## src/rtl/frt_pkg.sv

```systemverilog
package frt_pkg;
  localparam int NMODES = 6;
  localparam int MW     = 3;

  typedef enum logic [MW-1:0] {
    FM_RUN    = 3'd0,
    FM_TRIP   = 3'd1,
    FM_SETTLE = 3'd2,
    FM_FEED   = 3'd3,
    FM_PARK   = 3'd4,
    FM_RESUME = 3'd5
  } frt_mode_e;
endpackage

```

## src/rtl/frt_limit_cmp.sv

```systemverilog
module frt_limit_cmp #(
  parameter int DW = 12
) (
  input  logic          smp_valid,
  input  logic [DW-1:0] i_dc,
  input  logic [DW-1:0] v_dc,
  input  logic [DW-1:0] v_arm,
  input  logic [DW-1:0] oc_lim,
  input  logic [DW-1:0] safe_lim,
  output logic          over_i,
  output logic          low_v,
  output logic          back_v
);
  always_comb begin
    over_i = smp_valid && (i_dc > oc_lim);
    low_v  = smp_valid && (v_dc < safe_lim);
    back_v = smp_valid && (v_dc >= v_arm);
  end
endmodule

```

## src/rtl/frt_hold_timer.sv

```systemverilog
module frt_hold_timer #(
  parameter int HW = 16
) (
  input  logic          clk,
  input  logic          rst_n,
  input  logic          run,
  input  logic          tick,
  input  logic [HW-1:0] len,
  output logic          done
);
  localparam int CW = HW + 1;

  logic [HW-1:0] cnt_q, cnt_d;
  logic          cnt_en;
  logic [CW-1:0] len_eff;
  logic [CW-1:0] cnt_nxt;

  always_comb begin
    len_eff = (len == '0) ? CW'(1) : {1'b0, len};
    cnt_nxt = {1'b0, cnt_q} + CW'(1);
    done    = run && tick && (cnt_nxt >= len_eff);
    cnt_en  = !run || tick;
    cnt_d   = run ? cnt_nxt[HW-1:0] : '0;
  end

  always_ff @(posedge clk or negedge rst_n) begin
    if (!rst_n) cnt_q <= '0;
    else if (cnt_en) cnt_q <= cnt_d;
  end
endmodule

```

## src/rtl/frt_mode_hist.sv

```systemverilog
module frt_mode_hist #(
  parameter int N  = 6,
  parameter int MW = 3
) (
  input  logic          clk,
  input  logic          rst_n,
  input  logic          enter,
  input  logic [MW-1:0] enter_mode,
  input  logic          clr,
  output logic [N-1:0]  hist
);
  logic [N-1:0] hist_q, hist_d;

  for (genvar k = 0; k < N; k++) begin : g_bit
    logic hit;
    always_comb begin
      hit = enter && (enter_mode == MW'(k));
      if (hit)      hist_d[k] = 1'b1;
      else if (clr) hist_d[k] = 1'b0;
      else          hist_d[k] = hist_q[k];
    end
  end

  always_ff @(posedge clk or negedge rst_n) begin
    if (!rst_n) hist_q <= '0;
    else if (enter || clr) hist_q <= hist_d;
  end

  assign hist = hist_q;
endmodule

```

## src/rtl/frt_mode_seq.sv

```systemverilog
module frt_mode_seq
  import frt_pkg::*;
#(
  parameter int DW = 12,
  parameter int HW = 16
) (
  input  logic             clk,
  input  logic             rst_n,
  input  logic             smp_valid,
  input  logic [DW-1:0]    i_dc_smp,
  input  logic [DW-1:0]    v_dc_smp,
  input  logic [DW-1:0]    v_arm_ref,
  input  logic [DW-1:0]    oc_limit,
  input  logic [DW-1:0]    safe_limit,
  input  logic [HW-1:0]    hold_len,
  input  logic             clear_cmd,
  input  logic             hist_clr,
  output logic [MW-1:0]    mode_o,
  output logic             gate_block,
  output logic             ctrl_swap,
  output logic             fb_bipolar,
  output logic [NMODES-1:0] hist_o
);
  frt_mode_e st_q, st_d;
  logic over_i, low_v, back_v, hold_done, st_chg;

  frt_limit_cmp #(.DW(DW)) u_cmp (
    .smp_valid (smp_valid),
    .i_dc      (i_dc_smp),
    .v_dc      (v_dc_smp),
    .v_arm     (v_arm_ref),
    .oc_lim    (oc_limit),
    .safe_lim  (safe_limit),
    .over_i    (over_i),
    .low_v     (low_v),
    .back_v    (back_v)
  );

  frt_hold_timer #(.HW(HW)) u_hold (
    .clk   (clk),
    .rst_n (rst_n),
    .run   (st_q == FM_FEED),
    .tick  (smp_valid),
    .len   (hold_len),
    .done  (hold_done)
  );

  always_comb begin
    st_d = st_q;
    unique case (st_q)
      FM_RUN:    if (over_i) st_d = FM_TRIP;
      FM_TRIP:   if (low_v) st_d = FM_SETTLE;
      FM_SETTLE: if (smp_valid) st_d = FM_FEED;
      FM_FEED:   if (hold_done) st_d = FM_PARK;
      FM_PARK:   if (clear_cmd) st_d = FM_RESUME;
      FM_RESUME: begin
        if (over_i)      st_d = FM_TRIP;
        else if (back_v) st_d = FM_RUN;
      end
      default:   st_d = FM_TRIP;
    endcase
    st_chg = (st_d != st_q);
  end

  always_ff @(posedge clk or negedge rst_n) begin
    if (!rst_n) st_q <= FM_RUN;
    else if (st_chg) st_q <= st_d;
  end

  frt_mode_hist #(.N(NMODES), .MW(MW)) u_hist (
    .clk        (clk),
    .rst_n      (rst_n),
    .enter      (st_chg),
    .enter_mode (st_d),
    .clr        (hist_clr),
    .hist       (hist_o)
  );

  always_comb begin
    mode_o     = st_q;
    ctrl_swap  = (st_q == FM_FEED);
    fb_bipolar = (st_q == FM_FEED);
    gate_block = (st_q == FM_TRIP) || (st_q == FM_SETTLE) || (st_q == FM_PARK)
              || (((st_q == FM_RUN) || (st_q == FM_RESUME)) && over_i);
  end
endmodule

```

## config.mk

```make
export PLATFORM = sky130hd
export DESIGN_NAME = frt_mode_seq
export DESIGN_NICKNAME = d
export VERILOG_FILES = /design/src/rtl/frt_pkg.sv /design/src/rtl/frt_limit_cmp.sv /design/src/rtl/frt_hold_timer.sv /design/src/rtl/frt_mode_hist.sv /design/src/rtl/frt_mode_seq.sv
export SDC_FILE = /design/constraint.sdc
export NUM_CORES = 1
export LEC_CHECK = 0
export ABC_AREA = 1
export BUFFER_PORTS_ARGS = -buffer_cell sky130_fd_sc_hd__buf_2
export CAP_MARGIN = 20
export CORE_ASPECT_RATIO = 1.1
export CORE_MARGIN = 2
export CORE_UTILIZATION = 41
export DETAILED_ROUTE_END_ITERATION = 7
export PLACE_DENSITY = 0.66
export SYNTH_ARGS = -nofsm -noshare
export SYNTH_HDL_FRONTEND = slang
export SYNTH_SLANG_ARGS = --single-unit
```

## constraint.sdc

```tcl
create_clock -name clk -period 6.95 [get_ports clk]
set_input_delay 0.3475 -clock clk [delete_from_list [all_inputs] [get_ports clk]]
set_output_delay 0.3475 -clock clk [all_outputs]
set_load 0.005 [all_outputs]
```

==> Word level (Yosys, flattened, before mapping) <==
Cells that the tools add are included.
{ "totals": {"elab_cells": 75, "inputBits": 81, "regBits": 25} }
{ "classes": {"muxes": 17, "eq_ne": 11, "n_lt_le_gt_ge": 4, "addsub": 1, "reduce_logical": 34} }
{ "ops": {"columns": ["operator", "count"], "rows": [
  ["$mux 16", 2],
  ["$mux 3", 7],
  ["$pmux 3 s6", 1],
  ["$add 16x1->17 const B", 1],
  ["$ge 17x17->1", 1],
  ["$logic_not 16->1", 1],
  ["$eq 3x2->1 const B", 4],
  ["$eq 3x3->1 const B", 4],
  ["$ge 12x12->1", 1],
  ["$gt 12x12->1", 1],
  ["$logic_and 1x1->1", 12],
  ["$lt 12x12->1", 1],
  ["$reduce_and 2->1", 6],
  ["$reduce_bool 2->1", 6],
  ["$mux 1", 7],
  ["$eq 3x1->1 const B", 2],
  ["$logic_not 3->1", 2],
  ["$logic_or 1x1->1", 6],
  ["$ne 3x3->1", 1],
  ["$logic_not 1->1", 1]
]} }

==> Longest topological paths before layout <==
Gate-level depths: netlist of the first run.
{ "logic_depth": {"ltp_word": 10, "mapped_depth": 25, "depth_no_buf": 25} }

==> Hierarchy <==
A second synthesis of the first run with hierarchy kept.
{ "unflattened": {"hier_cells": 470, "hier_area_um2": 3083.0} }
{ "by_module_without_submodules": {"columns": ["module", "area_per_inst_um2", "instances", "cells_each"], "rows": [
  ["frt_hold_timer", 1500.2, 1, 212],
  ["frt_limit_cmp", 967.2, 1, 165],
  ["frt_mode_seq", 342.8, 1, 57],
  ["frt_mode_hist", 272.8, 1, 36]
]} }

==> Worst setup path before layout of the first run <==
OpenSTA, ideal clock, no wires.
{ "synth_path": {"kind": "reg2reg", "startpoint": "register u_hold.cnt_q[0]", "endpoint": "register u_hist.hist_q[1] (netlist: u_hist.hist[1])", "setup_slack_ns": 4.307, "required_time_ns": 6.834, "path_buffers": 0, "arrival_time_ns": 2.526, "setup_time_ns": 0.116, "path_stages_with_launch": 24, "path_cell_list": "dfrtp_1 -> ha_1 -> nand2_1 -> nor2_2 -> nand3_1 -> nor2_2 -> nand4_1 -> xor2_1 -> inv_1 -> ha_1 -> a21oi_1 -> nor2_1 -> nor2_1 -> nand2_1 -> nor2_1 -> nand2_2 -> nand2_4 -> nand2_4 -> nand3_4 -> clkinv_1 -> nand2_1 -> nor2_1 -> nand2_1 -> nand2_1"} }
{ "synth_via": {"elab_chain_cells": 9, "elab_cells_between_ends": 12, "classes_between": "1 x add/sub; 1 x order compare; 2 x eq/ne; 3 x mux; 5 x reduce/logical"} }
{ "synth_lines": {"columns": ["item", "line_no", "source"], "rows": [
  ["start: declaration", "frt_hold_timer.sv:13", "logic [HW-1:0] cnt_q, cnt_d;"],
  ["start signal: assignment", "frt_hold_timer.sv:28", "else if (cnt_en) cnt_q <= cnt_d;"],
  ["$add 16x1->17 *", "frt_hold_timer.sv:20", "cnt_nxt = {1'b0, cnt_q} + CW'(1);"],
  ["$ge 17x17->1 *", "frt_hold_timer.sv:21", "done = run && tick && (cnt_nxt >= len_eff);"],
  ["$logic_and 1x1->1 *", "frt_hold_timer.sv:21", null],
  ["$mux 3 *", "frt_mode_seq.sv:54", "FM_FEED: if (hold_done) st_d = FM_PARK;"],
  ["$pmux 3 s6 *", "frt_mode_seq.sv:50", "unique case (st_q)"],
  ["$ne 3x3->1 or $eq 3x1->1 (tied branches)", "frt_mode_seq.sv:62, frt_mode_hist.sv:17", null],
  ["$logic_and 1x1->1", "frt_mode_hist.sv:17", "hit = enter && (enter_mode == MW'(k));"],
  ["$reduce_bool 2->1 (no line)", null, null],
  ["$reduce_and 2->1 (no line)", null, null],
  ["end signal: assignment", "frt_mode_hist.sv:26", "else if (enter || clr) hist_q <= hist_d;"],
  ["end: declaration", "frt_mode_hist.sv:12", "logic [N-1:0] hist_q, hist_d;"]
]} }
Every way passes the cells marked *; elsewhere a longest branch is shown, timed or not.
A chain may end at the register's enable or synchronous reset.

==> Worst setup path after layout of the first run <==
{ "layout_path": {"startpoint": "register u_hold.cnt_q[0]", "endpoint": "register u_hist.hist_q[0] (netlist: u_hist.hist[0])"} }
{ "layout_via": {"elab_chain_cells": 9, "elab_cells_between_ends": 12, "classes_between": "1 x add/sub; 1 x order compare; 1 x eq/ne; 3 x mux; 6 x reduce/logical"} }
{ "layout_lines": {"columns": ["item", "line_no"], "rows": [
  ["$add 16x1->17 *", "frt_hold_timer.sv:20"],
  ["$ge 17x17->1 *", "frt_hold_timer.sv:21"],
  ["$logic_and 1x1->1 *", "frt_hold_timer.sv:21"],
  ["$mux 3 *", "frt_mode_seq.sv:54"],
  ["$pmux 3 s6 *", "frt_mode_seq.sv:50"],
  ["$ne 3x3->1 or $logic_not 3->1 (tied branches)", "frt_mode_seq.sv:62, frt_mode_hist.sv:17"],
  ["$logic_and 1x1->1", "frt_mode_hist.sv:17"],
  ["$reduce_bool 2->1 (no line)", null],
  ["$reduce_and 2->1 (no line)", null]
]} }
Marked as above.

==> flow_metrics.tcl, run 1 <==
set metrics [dict create \
    outcome "completed" \
    yosysTopAreaCell "ha_1" \
    slowest_delay_ns 0.38 \
    syn_area_um2 2957 \
    post-cts-setup-buffer-count 0 \
    vias_per_cell 4.662 \
    grt_pass1_wl_um 10900 \
    port_buffers 92 \
    fp.dieH_um 93.07 \
    io_pins 93 \
    rsz0062_at_grt "false" \
    ys_ff_latch 25 \
    crit_arrival_ns 3.14 \
    cp_common_cell "nand2_1" \
    critPathBufInv 1 \
    yosysSeqAreaShare_pct 21.16 \
    fin_nets 671 \
    row_count 32 \
    grt_use_total_pct 16.35 \
    synthTopCellsByArea "ha_1 22%, dfrtp_1 21%, nand2_1 15%" \
    maxCapViolations 0 \
    fmax_mhz 336.5 \
    first_pass_iters 4 \
    cts-root-buf "clkbuf_8" \
    fin_worst_skew_ns 0.009454 \
    grt_pass1_vias 2708 \
    critPathTopFamily "simple AND/OR/NAND/NOR gates" \
    post-synth-top-count-cell "nand2_1" \
    vias 2900 \
    grt_max_degree 26 \
    peakVddDrop_v 0.0001421 \
    cp.required_ns 7.11 \
    yosys.cell_types.count 33 \
    synth-main-ff-cell "dfrtp_1" \
    wl_per_cell_um 10.18 \
    period_share_pct 42.77 \
    start_kind "register" \
    synthArstFlopShare_pct 100.0 \
    setup_viol 0 \
    synthesis.nets 577 \
    fillCellCount 719 \
    htreeDepth 1 \
    gp_routability_congestion 0.9017 \
    hold_buffers 0 \
    hold_viol 0 \
    crit_chain "ha_1 -> nand2_1 -> nor2_2 -> nand3_1 -> nor2_2 -> nand4_1 -> xor2_1 -> inv_1 -> ha_1 -> nand2_1 -> nor2_1 -> nand3_1 -> o21ai_1 -> nor2_1 -> nand2_2 -> nand2_4 -> nand2_4 -> nand2_1 -> nand2_1 -> nand3_1 -> nand2_1 -> nand2_1" \
    dr.first_iter.drc_count 84 \
    report.final.slew_viol_count 0 \
    netlist.area_leader.share_pct 22.01 \
    period_needed_ns 2.972 \
    slowest_stage "dfrtp_1" \
    cts_sinks 25 \
    insertedDiodeCount 0 \
    crit_type "register to register" \
    synth_cells 444 \
    stdcell_area_um2 3555 \
    setup_tns_ns 0 \
    dp_hpwl_um 5628 \
    path_clk_slew_ns 0.09 \
    cts_buffer_depth 2 \
    cts_tree "yes" \
    ys_warn_count 0 \
    syn_avg_cell_area_um2 6.659 \
    area_delta_synth_final_pct 20.23 \
    die_w_um 84.97 \
    synth_common_cells "122 x nand2_1, 107 x inv_1, 52 x ha_1" \
    placed_cell_area_um2 3508 \
    cts_buffers 3 \
    clk_latency_ns 0.27 \
    layout-drive-gt1-share_pct 22.72 \
    min_path_type "input port to async pin" \
    multi_input_area_um2 1884 \
    tightest_slew_ns 0.5471 \
    core_um2 7007 \
    p_leak_nw 2.275 \
    dieArea_um2 7907 \
    cts_resized 0 \
    gr-total-overflow 0 \
    synth_edf_count 0 \
    relSlewSlack_pct 63.53 \
    routed_wl_um 6335 \
    drc 0 \
    worst-path-max-fanout 4 \
    power_density_nw_per_um2 146.9 \
    register_area_um2 625.6 \
    final_antenna_net_count 0 \
    start_util_pct 42.20 \
    endpoint_kind "register" \
    antenna_found_initial 0 \
]
[layout make-up]
cell class	count	area share [%]
well taps	85	2.992
repair buffers	92	12.95
flip-flops and latches	25	17.60
inverters	115	12.14
clock buffers	3	1.162
multi-input cells	301	53.01
clock inverters	1	0.1408
[logic make-up after synthesis]
kind of cell	Yosys count	share of synthesized area [%]
and+or+nand+nor	194	30.43
buffers and inverters	118	15.11
adders and majority gates	52	22.01
AOI/OAI and AO/OA	46	8.633
DFF	25	21.16
xor gates and xnor gates	9	2.666
[layer usage]
layer / wire, um / share of wire (%) / vias up / GRT usage (%)
li1: - / - / 1574 / -
met1: 3044 / 48 / 1259 / 21.70
met2: 2978 / 47 / 65 / 29.10
met3: 302 / 4.8 / 2 / 2.913
met4: 10 / 0.16 / 0 / 0.7937
met5: 0 / 0 / - / 0
[sequential cells by signal, summed over array words and instances (netlist names)]
register      count
u_hold.cnt_q     16
u_hist.hist       6
mode_o            3
[cell usage in the layout (no fill, tap or decap)]
master      n
clkbuf_8    3
o21bai_1    1
nand2_4     3
inv_2       7
nor2_2      7
o21ai_1     3
inv_1     107
o21ai_0    13
nor2_1     19
dfrtp_1    25
ha_1       52
o21a_1      1
nor3_2      2
o31ai_1     1
nor2_8      1
nor4_1      5
or2_2       1
nand4_1     9
buf_2      92
a41o_1      1
nand2_2     2
o22ai_1     8
nand3_1    18
a21oi_1    17
a21o_1      1
nand3_2     1
clkinv_1    1
nand2_1   122
nand3_4     1
nand3b_1    1
nor3_4      1
clkinv_2    1
nor3_1      1
xor2_1      9
[stage by stage]
stage	worst slack, ns	hold slack, ns	std cells	util, %	total power, mW
final	3.978	0.05045	622	50.73	0.5223
after global routing	3.612	0.08517	622	50.73	0.5765
after CTS	3.937	0.07622	622	50.73	0.5290
after detailed placement	3.966	0.3736	618	50.07	0.4409
after global placement	4.113	0.3619	618	50.07	0.4353
after floorplan	4.307	0.05191	444	-	0.3545
[where the power goes]
part,internal (mW),switching [mW]
sequential,0.162,0.0167
clock,0.0402,0.0476
combinational,0.103,0.153
total,0.305,0.218
[worst paths after layout]
kind / start / end / slack, ns / cells past startpoint
min in group clk: clear_cmd / u_hist.hist[5]$_DFFE_PN0P_ / 0.36 / 3
min reg2reg: u_hist.hist[2]$_DFFE_PN0P_ / u_hist.hist[2]$_DFFE_PN0P_ / 0.49 / 2
max in group asynchronous: rst_n / u_hold.cnt_q[8]$_DFFE_PN0P_ / 6.53 / 1
min: rst_n / u_hist.hist[2]$_DFFE_PN0P_ / 0.05 / 1
max: u_hold.cnt_q[0]$_DFFE_PN0P_ / u_hist.hist[0]$_DFFE_PN0P_ / 3.98 / 22
max reg2reg: u_hold.cnt_q[0]$_DFFE_PN0P_ / u_hist.hist[0]$_DFFE_PN0P_ / 3.98 / 22
(Power assumes the default switching activity.)
==> inputs of run 2 (changes only) <==
--- a/config.mk
+++ b/config.mk
@@ -12,7 +12,7 @@
 export CORE_MARGIN = 2
 export CORE_UTILIZATION = 41
 export DETAILED_ROUTE_END_ITERATION = 7
-export PLACE_DENSITY = 0.66
+export PLACE_DENSITY = 0.69
 export SYNTH_ARGS = -nofsm -noshare
 export SYNTH_HDL_FRONTEND = slang
 export SYNTH_SLANG_ARGS = --single-unit
==> constraint.sdc (replaced) <==
create_clock -name clk -period 2.7 [get_ports clk]
set_input_delay 0.135 -clock clk [delete_from_list [all_inputs] [get_ports clk]]
set_output_delay 0.135 -clock clk [all_outputs]
set_load 0.005 [all_outputs]
==> run 2 against run 1 <==
Net effect: total power increased to 2.9 times the previous value; first-iteration DRC count increased by 6.0%; worst setup slack got worse by 4.2 ns; critical path depth decreased by 1; die area unchanged; critical path type unchanged; sequential cell count unchanged; global-route usage increased by 1.5 points; final area increased by 9.4%; clock power increased to 2.7 times the previous value; count of clock-buffer cells in the layout unchanged; largest power group unchanged; register-to-register slack got worse by 4.2 ns; the run now ends with negative setup slack left; combinational power increased to 3.1 times the previous value.
==> flow_metrics.tcl, run 2 (same netlist as run 1, synthesis figures left out) <==
set metrics [dict create \
    first_pass_iters 4 \
    core_um2 7007 \
    vias_per_cell 4.764 \
    antenna_found_initial 0 \
    crit_arrival_ns 3.16 \
    tightest_slew_ns 0.5687 \
    port_buffers 92 \
    path_clk_slew_ns 0.10 \
    period_share_pct 108.7 \
    setup_viol 4 \
    placed_cell_area_um2 3583 \
    insertedDiodeCount 0 \
    cts_buffers 3 \
    crit_type "register to register" \
    peakVddDrop_v 0.0003724 \
    grt_pass1_wl_um 11760 \
    relSlewSlack_pct 62.09 \
    fin_worst_skew_ns 0.007014 \
    gp_routability_congestion 0.8598 \
    setup_tns_ns -0.6990 \
    maxCapViolations 0 \
    stdcell_area_um2 3887 \
    hold_viol 0 \
    clk_latency_ns 0.28 \
    row_count 32 \
    mostFrequentLayoutCell "nand2_1" \
    dp_hpwl_um 5746 \
    report.final.slew_viol_count 0 \
    htreeDepth 1 \
    power_density_nw_per_um2 386.3 \
    drc 0 \
    fin_nets 696 \
    violations "negative setup slack" \
    io_pins 93 \
    cts-root-buf "clkbuf_8" \
    gr-total-overflow 0 \
    grt_max_degree 26 \
    routed_wl_um 6978 \
    cp.required_ns 2.93 \
    most-common-layout-cells "114 x nand2_1, 104 x inv_1, 92 x buf_2, 49 x ha_1, 25 x dfrtp_1" \
    vias 3082 \
    cp-startpoint "u_hold.cnt_q[0]$_DFFE_PN0P_" \
    die_w_um 84.97 \
    grt_pass1_vias 2896 \
    layout-drive-gt1-share_pct 30.43 \
    r2r-start "u_hold.cnt_q[0]$_DFFE_PN0P_" \
    cts_sinks 25 \
    fillCellCount 686 \
    outcome "complete, but fails checks" \
    cts_buffer_depth 2 \
    setup_ws_ns -0.2360 \
    largest_register_ffs 16 \
    fmax_mhz 340.6 \
    area_delta_synth_final_pct 31.49 \
    dr.first_iter.drc_count 89 \
    min_path_type "input port to register" \
    final_antenna_net_count 0 \
    worst-path-max-fanout 4 \
    start_kind "register" \
    grt_use_total_pct 17.82 \
    cts_tree "yes" \
    holdCritStartpoint "clear_cmd" \
    endpoint_kind "register" \
    top_register "u_hold.cnt_q" \
    p_leak_nw 2.419 \
    wl_per_cell_um 10.79 \
    dieArea_um2 7907 \
    rsz0062_at_grt "true" \
    period_needed_ns 2.936 \
    fp.dieH_um 93.07 \
    start_util_pct 42.20 \
]
## run 2: cell types whose count changed in the layout (fill, tap and decap cells not counted), sizes merged
cell         change
clkinvlp         +1
buf             +24
dlygate4sd3      +1
clkinv           -1
## run 2: through the flow
step / total power, mW / utilization [%] / hold WS (ns) / instances / setup WS, ns
after floorplan: 0.9124 / - / -0.1606 / 444 / 0.05743
after global placement: 1.118 / 51.14 / 0.1486 / 628 / -0.1168
after detailed placement: 1.142 / 51.14 / 0.1775 / 628 / -0.2037
after CTS: 1.436 / 53.63 / 0.1239 / 642 / -0.08707
after global routing: 1.648 / 55.48 / 0.1398 / 647 / -0.3943
final: 1.502 / 55.48 / 0.1344 / 647 / -0.2360
## run 2: timing repair
action                                  in CTS  in global routing
setup buffers                                9                  5
pin swaps                                    6                 22
hold endpoints to repair                    25                  0
gates resized for setup                     13                 21
endpoints found under the setup margin       4                  5
hold buffers                                 1                  0
## run 2: worst max-delay path, stage by stage, from the launching register on
cell and delay, ns:
dfrtp_1 0.41, ha_2 0.21, nand2_2 0.06, nor2_4 0.11, nand3_2 0.11, nor2_4 0.14, buf_4 0.13, nand2_1 0.06
xor2_1 0.15, ha_1 0.29, nand2_1 0.12, nor2_2 0.13, nand3_2 0.08, o21ai_2 0.15, nor2_2 0.06, nand2_2 0.08
nand2_4 0.07, nand2_4 0.11, nand3_4 0.10, nor3_4 0.19, nand2_2 0.07, nand2_2 0.05
## run 2: report_power, final
group          internal, mW  switching, mW  total (mW)  leakage, nW
registers             0.417         0.0462       0.463        0.342
clock network         0.105          0.134       0.239       0.0217
logic                 0.336          0.463       0.799         2.06
total                 0.858          0.643        1.50         2.42
## run 2: final timing paths
| check | endpoint | cells after the start | slack [ns] |
|---|---|---|---|
| setup / recovery | u_hist.hist[0]$_DFFE_PN0P_ | 21 | -0.24 |
| hold / removal | u_hist.hist[5]$_DFFE_PN0P_ | 3 | 0.13 |
| setup reg to reg | u_hist.hist[0]$_DFFE_PN0P_ | 21 | -0.24 |
| hold reg to reg | u_hist.hist[5]$_DFFE_PN0P_ | 2 | 0.49 |
| max in group asynchronous | u_hold.cnt_q[6]$_DFFE_PN0P_ | 2 | 1.95 |
| min in group asynchronous | u_hold.cnt_q[0]$_DFFE_PN0P_ | 2 | 0.38 |
## run 2: per-layer routing
metal / track usage (%) / vias to the layer above / part of all wire [%]
li1: - / 1634 / -
met1: 22.58 / 1377 / 46
met2: 32.03 / 65 / 49
met3: 2.824 / 6 / 4.5
met4: 3.307 / 0 / 0.66
met5: 0 / - / 0
## run 2: cell type report
type	count	area [um2]	area share [%]
well taps	85	106.4	2.736
multi-input cells	301	2023	52.04
clock inverters	1	7.507	0.1931
inverters	115	432.9	11.14
flip-flops and latches	25	625.6	16.09
clock buffers	3	41.29	1.062
repair buffers	117	650.6	16.74
